==> config.mk <==
export PLATFORM = sky130hd
export DESIGN_NAME = vid_guard
export DESIGN_NICKNAME = d
export VERILOG_FILES = /design/src/rtl/vidg_pkg.sv /design/src/rtl/vidg_unlock.sv /design/src/rtl/vidg_offset_calc.sv /design/src/rtl/vid_guard.sv
export SDC_FILE = /design/constraint.sdc
export NUM_CORES = 1
export LEC_CHECK = 0
export ABC_AREA = 1
export BUFFER_PORTS_ARGS = -buffer_cell sky130_fd_sc_hd__buf_2
export CORE_UTILIZATION = 39
export DETAILED_ROUTE_END_ITERATION = 10
export GPL_TIMING_DRIVEN = 0
export HOLD_SLACK_MARGIN = 0.15
export PLACE_DENSITY = 0.64
export SYNTH_ARGS = -nofsm -noshare
export SYNTH_HDL_FRONTEND = slang
export SYNTH_SLANG_ARGS = --single-unit
==> constraint.sdc <==
create_clock -name clk -period 4.5 [get_ports clk]
set_input_delay 0.675 -clock clk [delete_from_list [all_inputs] [get_ports clk]]
set_output_delay 0.675 -clock clk [all_outputs]
set_load 0.1 [all_outputs]
==> src/rtl/vidg_pkg.sv <==
package vidg_pkg;
  localparam int BYTE_W   = 8;
  localparam int KEY_LEN  = 4;
  localparam int STEP_W   = $clog2(KEY_LEN);
  localparam logic [BYTE_W-1:0] LOCK_BYTE = 8'h35;

  localparam int REG_CTRL = 0;
  localparam int REG_OFS  = 1;
  localparam int REG_OUT  = 2;
  localparam int REG_KEY  = 3;
  localparam int REG_LAT  = 4;

  typedef struct packed {
    logic wide;
    logic cpu_sel;
    logic ext;
    logic otf;
  } ctrl_t;

  function automatic logic [BYTE_W-1:0] key_byte(input logic [STEP_W-1:0] i);
    case (i)
      2'd0:    key_byte = 8'h32;
      2'd1:    key_byte = 8'h5D;
      2'd2:    key_byte = 8'h42;
      default: key_byte = 8'hAC;
    endcase
  endfunction
endpackage

==> src/rtl/vidg_unlock.sv <==
module vidg_unlock
  import vidg_pkg::*;
(
  input  logic              clk,
  input  logic              rst,
  input  logic              key_wr,
  input  logic [BYTE_W-1:0] key_data,
  output logic              key_ok
);
  logic [STEP_W-1:0] step;

  always_ff @(posedge clk) begin
    if (rst) begin
      step   <= '0;
      key_ok <= 1'b0;
    end else if (key_wr) begin
      if (key_data == LOCK_BYTE) begin
        step   <= '0;
        key_ok <= 1'b0;
      end else if (!key_ok) begin
        if (key_data == key_byte(step)) begin
          if (step == STEP_W'(KEY_LEN - 1)) begin
            step   <= '0;
            key_ok <= 1'b1;
          end else begin
            step <= step + 1'b1;
          end
        end else if (key_data == key_byte('0)) begin
          step <= STEP_W'(1);
        end else begin
          step <= '0;
        end
      end
    end
  end
endmodule

==> src/rtl/vidg_offset_calc.sv <==
module vidg_offset_calc #(
  parameter int VID_W = 6
) (
  input  logic [VID_W-1:0] base,
  input  logic [VID_W-1:0] ofs,
  input  logic             wide,
  input  logic             ext,
  output logic [VID_W-1:0] result
);
  localparam int SW = VID_W + 2;
  localparam int MAX_FULL   = (1 << VID_W) - 1;
  localparam int MAX_NARROW = (1 << (VID_W - 1)) - 1;

  logic signed [SW-1:0] ofs_s, sum, max_v;

  always_comb begin
    if (wide) ofs_s = SW'(signed'(ofs));
    else      ofs_s = SW'(signed'(ofs[VID_W-2:0]));
    sum   = signed'(SW'(base)) + ofs_s;
    max_v = ext ? SW'(MAX_FULL) : SW'(MAX_NARROW);
    if (sum < 0)          result = '0;
    else if (sum > max_v) result = max_v[VID_W-1:0];
    else                  result = sum[VID_W-1:0];
  end
endmodule

==> src/rtl/vid_guard.sv <==
module vid_guard
  import vidg_pkg::*;
#(
  parameter int VID_W = 6,
  parameter int IDX_W = 8
) (
  input  logic              clk,
  input  logic              rst,
  input  logic [VID_W-1:0]  vid_in,
  input  logic              wr_en,
  input  logic [IDX_W-1:0]  idx,
  input  logic [BYTE_W-1:0] wdata,
  output logic [BYTE_W-1:0] rdata,
  input  logic              rst_out_evt,
  input  logic              slot_evt,
  output logic [VID_W-1:0]  vid_out
);
  localparam logic [VID_W-1:0] FULL_MASK   = '1;
  localparam logic [VID_W-1:0] NARROW_MASK = {1'b0, {(VID_W-1){1'b1}}};
  localparam ctrl_t CTRL_RST = '{wide: 1'b0, cpu_sel: 1'b0, ext: 1'b1, otf: 1'b0};

  ctrl_t            ctrl;
  logic [VID_W-1:0] offset, prog, latched, mask, ofs_val, next_out;
  logic             out_en, key_ok, relatch;
  logic             wr_ctrl, wr_ofs, wr_out, wr_key;

  assign wr_ctrl = wr_en && (idx == IDX_W'(REG_CTRL));
  assign wr_ofs  = wr_en && (idx == IDX_W'(REG_OFS));
  assign wr_out  = wr_en && (idx == IDX_W'(REG_OUT));
  assign wr_key  = wr_en && (idx == IDX_W'(REG_KEY));
  assign relatch = rst_out_evt || slot_evt;
  assign mask    = ctrl.ext ? FULL_MASK : NARROW_MASK;

  vidg_unlock u_unlock (
    .clk      (clk),
    .rst      (rst),
    .key_wr   (wr_key),
    .key_data (wdata),
    .key_ok   (key_ok)
  );

  vidg_offset_calc #(.VID_W(VID_W)) u_calc (
    .base   (latched & mask),
    .ofs    (offset),
    .wide   (ctrl.wide),
    .ext    (ctrl.ext),
    .result (ofs_val)
  );

  always_ff @(posedge clk) begin
    if (rst) begin
      ctrl    <= CTRL_RST;
      offset  <= '0;
      prog    <= '0;
      out_en  <= 1'b0;
      latched <= vid_in;
    end else begin
      if (wr_ctrl && key_ok) ctrl <= ctrl_t'(wdata[3:0]);
      if (wr_ofs) offset <= wdata[VID_W-1:0];
      if (wr_out) begin
        prog   <= wdata[VID_W-1:0];
        out_en <= wdata[BYTE_W-1];
      end
      if (relatch) begin
        latched <= vid_in;
        out_en  <= 1'b0;
      end
      if (slot_evt) begin
        ctrl.otf     <= 1'b0;
        ctrl.ext     <= 1'b0;
        ctrl.cpu_sel <= 1'b0;
      end
    end
  end

  always_comb begin
    if (key_ok && out_en) next_out = prog & mask;
    else if (ctrl.otf)    next_out = ofs_val;
    else                  next_out = vid_in & mask;
  end

  always_ff @(posedge clk) begin
    if (rst) vid_out <= vid_in;
    else     vid_out <= next_out;
  end

  always_ff @(posedge clk) begin
    if (rst) begin
      rdata <= '0;
    end else begin
      case (idx)
        IDX_W'(REG_CTRL): rdata <= BYTE_W'(ctrl);
        IDX_W'(REG_OFS):  rdata <= BYTE_W'(offset);
        IDX_W'(REG_OUT):  rdata <= BYTE_W'({out_en, key_ok, prog});
        IDX_W'(REG_KEY):  rdata <= BYTE_W'(key_ok);
        IDX_W'(REG_LAT):  rdata <= BYTE_W'(latched);
        default:          rdata <= '0;
      endcase
    end
  end
endmodule

==> Yosys cells after proc, flatten, opt, wreduce, memory -nomap -nowiden <==
Index checks and enable logic that the tools add are counted.
{ "word_totals": {"register_bits": 40, "inputBits": 27, "out_inout_bits": 14, "wordCells": 71} }
{ "classes": {"addsub": 2, "magnitude_cmp": 2, "n_eq_ne": 11, "muxes": 27, "n_bitwise": 3, "n_reduce_logical": 14} }
{ "op_table": {"columns": ["op", "count"], "rows": [
  ["6-bit 2-to-1 mux", 9],
  ["8-bit 2-to-1 mux", 5],
  ["8-bit case mux with 5 select lines", 1],
  ["8-bit case mux with 3 select lines", 1],
  ["6-bit bitwise AND", 3],
  ["8-bit by 2-bit == test with 1-bit output (second input constant)", 2],
  ["8-bit by 6-bit == test with 1-bit output (second input constant)", 2],
  ["2-bit 2-to-1 mux", 6],
  ["7-bit by 8-bit adder with 8-bit output", 1],
  ["8-bit by 1-bit == test with 1-bit output (second input constant)", 1],
  ["8-bit by 3-bit == test with 1-bit output (second input constant)", 1],
  ["8-bit == test", 1],
  ["8-bit by 7-bit greater-than comparator with 1-bit output", 1],
  ["8-bit logical NOT", 1],
  ["8-bit by 1-bit < comparator with 1-bit output (second input constant)", 1],
  ["1-bit logical AND", 6],
  ["1-bit 2-to-1 mux", 5],
  ["2-bit == test (second input constant)", 2],
  ["2-bit nonzero test", 2],
  ["2-bit OR reduction", 2],
  ["2-bit by 1-bit adder with 2-bit output (second input constant)", 1],
  ["2-bit by 1-bit == test with 1-bit output (second input constant)", 1],
  ["2-bit logical NOT", 1],
  ["2-bit inequality test (second input constant)", 1],
  ["2 further kinds", 2]
]} }

==> Depth between registers and ports, before layout <==
{ "depth": {"word_depth": 10, "depth_mapped": 19, "mapped_depth_nobuf": 19} }

==> By module <==
Synthesis repeated with hierarchy kept, for this count alone.
{ "hier_totals": {"cells_unflattened": 391, "hier_area_um2": 2598.7} }
{ "modules_own_cells": {"columns": ["module", "n_inst", "cells_per_inst", "area_per_inst_um2", "seq_area_each_um2"], "rows": [
  ["vid_guard", 1, 221, 1646.6, 800.8],
  ["vidg_offset_calc", 1, 87, 509.2, 0.0],
  ["vidg_unlock", 1, 83, 442.9, 60.1]
]} }

==> Worst setup path before layout <==
OpenSTA, ideal clock, no wires.
{ "synth_path": {"kind": "reg2reg", "from": "register latched[2]", "to": "register vid_out[4]", "setup_time_ps": 132, "t_arrival_ps": 2383, "t_required_ps": 4368, "slack_ps": 1985, "stages_incl_launch_ff": 19, "n_path_buf": 0, "synth_period_minus_slack_ps": 2515, "path_cell_list": "edfxtp_1 -> ha_1 -> a21oi_1 -> nand2_1 -> a31oi_1 -> xor2_1 -> inv_1 -> ha_1 -> nand3b_1 -> nor2_1 -> nand3_1 -> nor2_1 -> nand3_1 -> nand2_2 -> nand2_1 -> nand2_1 -> nand2_1 -> o21ai_0 -> o21ai_1"} }
{ "synth_via": {"elab_chain_len": 8, "elab_cells_between_ends": 9, "classes_between": "add/sub (1); order compare (2); mux (5); bitwise (1)"} }
{ "synth_lines": {"columns": ["item", "line_no", "rtl"], "rows": [
  ["start: declaration", "vid_guard.sv:23", "logic [VID_W-1:0] offset, prog, latched, mask, ofs_val, next_out;"],
  ["start signal: assignment", "vid_guard.sv:56", "latched <= vid_in;"],
  ["start signal: assignment", "vid_guard.sv:65", "latched <= vid_in;"],
  ["6-bit bitwise AND (*)", "vid_guard.sv:43", ".base (latched & mask),"],
  ["7-bit by 8-bit adder with 8-bit output (*)", "vidg_offset_calc.sv:19", "sum = signed'(SW'(base)) + ofs_s;"],
  ["8-bit by 7-bit greater-than comparator with 1-bit output", "vidg_offset_calc.sv:22", "else if (sum > max_v) result = max_v[VID_W-1:0];"],
  ["6-bit 2-to-1 mux", "vidg_offset_calc.sv:22", null],
  ["6-bit 2-to-1 mux (*)", "vidg_offset_calc.sv:21", "if (sum < 0) result = '0;"],
  ["6-bit 2-to-1 mux (*)", "vid_guard.sv:78", "else if (ctrl.otf) next_out = ofs_val;"],
  ["6-bit 2-to-1 mux (*)", "vid_guard.sv:77", "if (key_ok && out_en) next_out = prog & mask;"],
  ["6-bit 2-to-1 mux (*)", "vid_guard.sv:83", "if (rst) vid_out <= vid_in;"],
  ["end signal: assignment", "vid_guard.sv:83", null],
  ["end signal: assignment", "vid_guard.sv:84", "else vid_out <= next_out;"],
  ["end: declaration", "vid_guard.sv:16", "output logic [VID_W-1:0] vid_out"]
]} }
Every way passes the cells marked *; elsewhere a longest branch is shown, timed or not.
A chain may end at the register's enable or synchronous reset.

==> Worst setup path after layout <==
Same ends and word-level chain as after synthesis.

==> results.txt <==
----------------------------------------------------
[Routing]
  Routed wirelength normalized by instance count ... 13.18 um
  DRC violation total after the first TritonRoute iteration ... 101
  Post-detailed-route DRC marker count ... 0
  Via count ... 2233
  Total wirelength of the detailed-routed design ... 5.864 mm
  Detailed-route vias per instance ... 5.018
  Antenna Nets Post-Route ... 0
  Number of iterations in the first detailed-routing pass ... 4

[Worst setup path]
  Crit end category ... register
  Crit path DAT ... 3.01 ns
  CP Class ... register to register
  Reg2reg path depth ... 18
  Startpoint of the lowest-slack register-to-register path ... latched[2]$_DFFE_PP_
  Setup slack on the worst flop-to-flop path ... 1.64 ns
  Crit start category ... register
  Endpoint required time on the critical path ... 4.66 ns
  Capture point of the worst reg-to-reg path ... vid_out[4]$_DFF_P_
  Maximum fanout encountered on the critical timing path ... 4
  Worst setup path endpoint ... vid_out[4]$_DFF_P_
  Worst Setup SP ... latched[2]$_DFFE_PP_

[Synth]
  Number of distinct library cells after synthesis ... 35
  Biggest area contributors in the synthesized netlist ... dfxtp_1, nand2_1, inv_1, edfxtp_1, ha_1
  Proportion of netlist area held by the largest area contributor ... 28.71%
  Main synth FF type ... dfxtp_1
  Combined area of all synthesized cells ... 2371 um2
  Post-synth top cells ... nand2_1, inv_1, dfxtp_1
  EDFF count, synth ... 6
  Post-synthesis register bit count ... 40
  Mean instance size in the synthesized netlist ... 7.341 um2
  Instance count of the mapped netlist ... 323
  Sequential element share of the synthesized area ... 36.31%
  Synth Net Count ... 364
  Library cell occupying the most area in the post-synthesis netlist ... dfxtp_1
  Proportion of register bits with asynchronous set or reset after synthesis ... 0%
  Top-count cell post-synth ... nand2_1
  Yosys warns ... 0

[Clock network]
  TritonCTS clock tree ... yes
  Number of buffers added to fix hold violations after cts ... 0
  CTS Root Buffer Type ... clkbuf_8
  Post-CTS setup buffers ... 0
  Deepest clock path buffer count ... 2
  Number of H-tree branching levels ... 2
  Clock Sinks ... 40
  PostCTS Resize Cnt ... 0
  Clk Latency, worst-skew pair ... 0.30 ns
  Number of CTS-inserted buffers ... 5
  Reg clk slew, reported paths ... 0.08 ns

[Global routing]
  Via count of the first global-routing pass ... 2207
  Tot GR Track Use ... 20.46%
  Global-route wire length before repair ... 9.956 mm
  Initial antenna violation count ... 0
  GRT overflow ... 0
  Maximum number of pins on one net before global-route repair ... 13

[Floorplanning]
  Effective utilization at floorplan ... 40.28%
  Site Rows ... 28
  Die area ... 6395 um2
  Standard cell core area ... 5886 um2
  Overall die height ... 79.97 um
  Number of primary I/O pins ... 41
  Floorplan die width ... 79.97 um

[Timing]
  Slew Limit Fails ... 0
  RSZ-0062 raised after global routing ... false
  Hold violation count in the final report ... 0
  Clock period minus worst slack ... 2.856 ns
  Final setup vio count ... 0
  Slew at the pin closest to its max-slew limit ... 0.6642 ns
  TNS Setup ... 0 ns
  Upper clock frequency limit ... 350.1 MHz
  Worst slew slack as a fraction of its limit ... 55.72%
  Worst clock skew ... 0.006942 ns
  Fraction of the cycle the final worst path needs ... 63.47%

[Final layout]
  Post-layout net count ... 410
  Fill count ... 597
  Ant. Diodes ... 0
  Sequential standard cell area ... 860.8 um2
  Area added between synthesis and finish ... 17.31%
  Layout cells sized above 1 ... 19.73%
  Number of standard cells in the final layout excluding fillers ... 445
  Total area of multi-input combinational cells ... 1262 um2

[Placed design]
  Placer Congestion ... 0.8810
  Detailed placement HPWL ... 4.642 mm
  # placed instances ... 437
  Count of input and output buffers ... 39

[Worst hold path]
  Hold WC Path Type ... register to register

[Pwr]
  Total power draw ... 0.7860 mW
  Power density cells ... 282.6 nW/um2
  Leakage power of the design ... 1.297 nW
  Worst ir drop on vdd ... 0.0001480 V

[Run]
  Max Cap Viol ... 0

[Run status]
  Outcome ... finished clean

----------------------------------------------------
critical path: stages, from the launching register on:
cell and delay [ns]:
edfxtp_1 0.39, ha_1 0.35, a21oi_1 0.20, nand2_1 0.13
a31oi_1 0.18, xor2_1 0.22, inv_1 0.06, ha_1 0.27
nand3b_1 0.07, nor2_1 0.10, nand3_1 0.08, nor2_1 0.09
nand3_1 0.14, nand2_2 0.12, nand2_1 0.05, nand2_1 0.06
nand2_1 0.05, o21ai_0 0.08, o21ai_1 0.08
cell type report:
cell class                      count  share of cell area, %
Multi-Input combinational cell    221                  45.39
Sequential cell                    40                  30.95
Inverter                           56                  7.557
Timing Repair Buffer               39                  7.018
Clock buffer                        8                  4.363
Tap cell                           75                  3.374
Buffer                              6                  1.350
metal layers:
layer / GRT usage [%] / wire (um) / share of wire [%] / up-vias
met1: 24.11 / 2726 / 46 / 1020
met3: 4.343 / 209 / 3.6 / 11
met5: 0 / 0 / 0 / -
met2: 36.32 / 2792 / 48 / 52
met4: 7.143 / 136 / 2.3 / 0
li1: - / - / - / 1150
worst min-delay path by stage:
stage	from	endpoint	slack, ns	depth (start not counted)
finish	out_en$_SDFFE_PP0P_	rdata[7]$_SDFF_PP0_	0.49	2
global route	out_en$_SDFFE_PP0P_	rdata[7]$_SDFF_PP0_	0.51	2
CTS	out_en$_SDFFE_PP0P_	rdata[7]$_SDFF_PP0_	0.49	2
detailed placement	out_en$_SDFFE_PP0P_	rdata[7]$_SDFF_PP0_	0.47	2
global placement	out_en$_SDFFE_PP0P_	rdata[7]$_SDFF_PP0_	0.46	2
floorplan	out_en$_SDFFE_PP0P_	rdata[7]$_SDFF_PP0_	0.44	2
report_power, final:
part / switching (mW) / internal (mW) / total (mW) / leakage, nW
clock: 0.123 / 0.173 / 0.297 / 0.0627
combinational: 0.0825 / 0.0294 / 0.112 / 0.896
sequential: 0.00473 / 0.373 / 0.377 / 0.339
total: 0.211 / 0.575 / 0.786 / 1.30
state kept, by name, summed over array words and instances, names as in the netlist:
register,cells
latched,6
u_unlock.step,2
rdata,8
offset,6
out_en,1
ctrl,4
vid_out,6
u_unlock.key_ok,1
prog,6
cell usage in the layout (no fill, tap or decap), types with 3 or more instances in the layout:
master | netlist | layout
nand2_1 | 69 | 69
a211oi_2 | 4 | 4
edfxtp_1 | 6 | 6
a221oi_1 | 4 | 4
inv_2 | 7 | 7
ha_1 | 13 | 13
inv_1 | 49 | 49
buf_2 | 0 | 39
clkbuf_8 | 0 | 7
o21ai_0 | 20 | 20
nor2_1 | 27 | 27
a21oi_1 | 30 | 30
nor3_1 | 4 | 4
dfxtp_1 | 34 | 34
xor2_1 | 5 | 5
nand3_1 | 17 | 17
clkbuf_1 | 3 | 3
per-stage QoR:
| step | util [%] | hold WS, ns | setup slack, ns | area, um2 |
|---|---|---|---|---|
| after detailed placement | 45.20 | 0.4689 | 1.677 | 2660 |
| after global routing | 47.26 | 0.5141 | 1.354 | 2781 |
| after CTS | 47.26 | 0.4879 | 1.641 | 2781 |
| after global placement | 45.20 | 0.4635 | 1.702 | 2660 |
| after floorplan | - | 0.4391 | 1.985 | 2371 |
| final | 47.26 | 0.4893 | 1.644 | 2781 |
cell families (layout without fill, tap and decap cells):
family	after synthesis	count (layout)	share of synthesized area (%)
DFF	40	40	36.31
AOI/OAI and AO/OA	69	69	17.41
adders and majority gates	14	14	7.705
xor gates and xnor gates	5	5	1.847
buffers and inverters	62	109	10.45
and+or+nand+nor	133	133	26.28
Power figures use the tool's default switching activity.
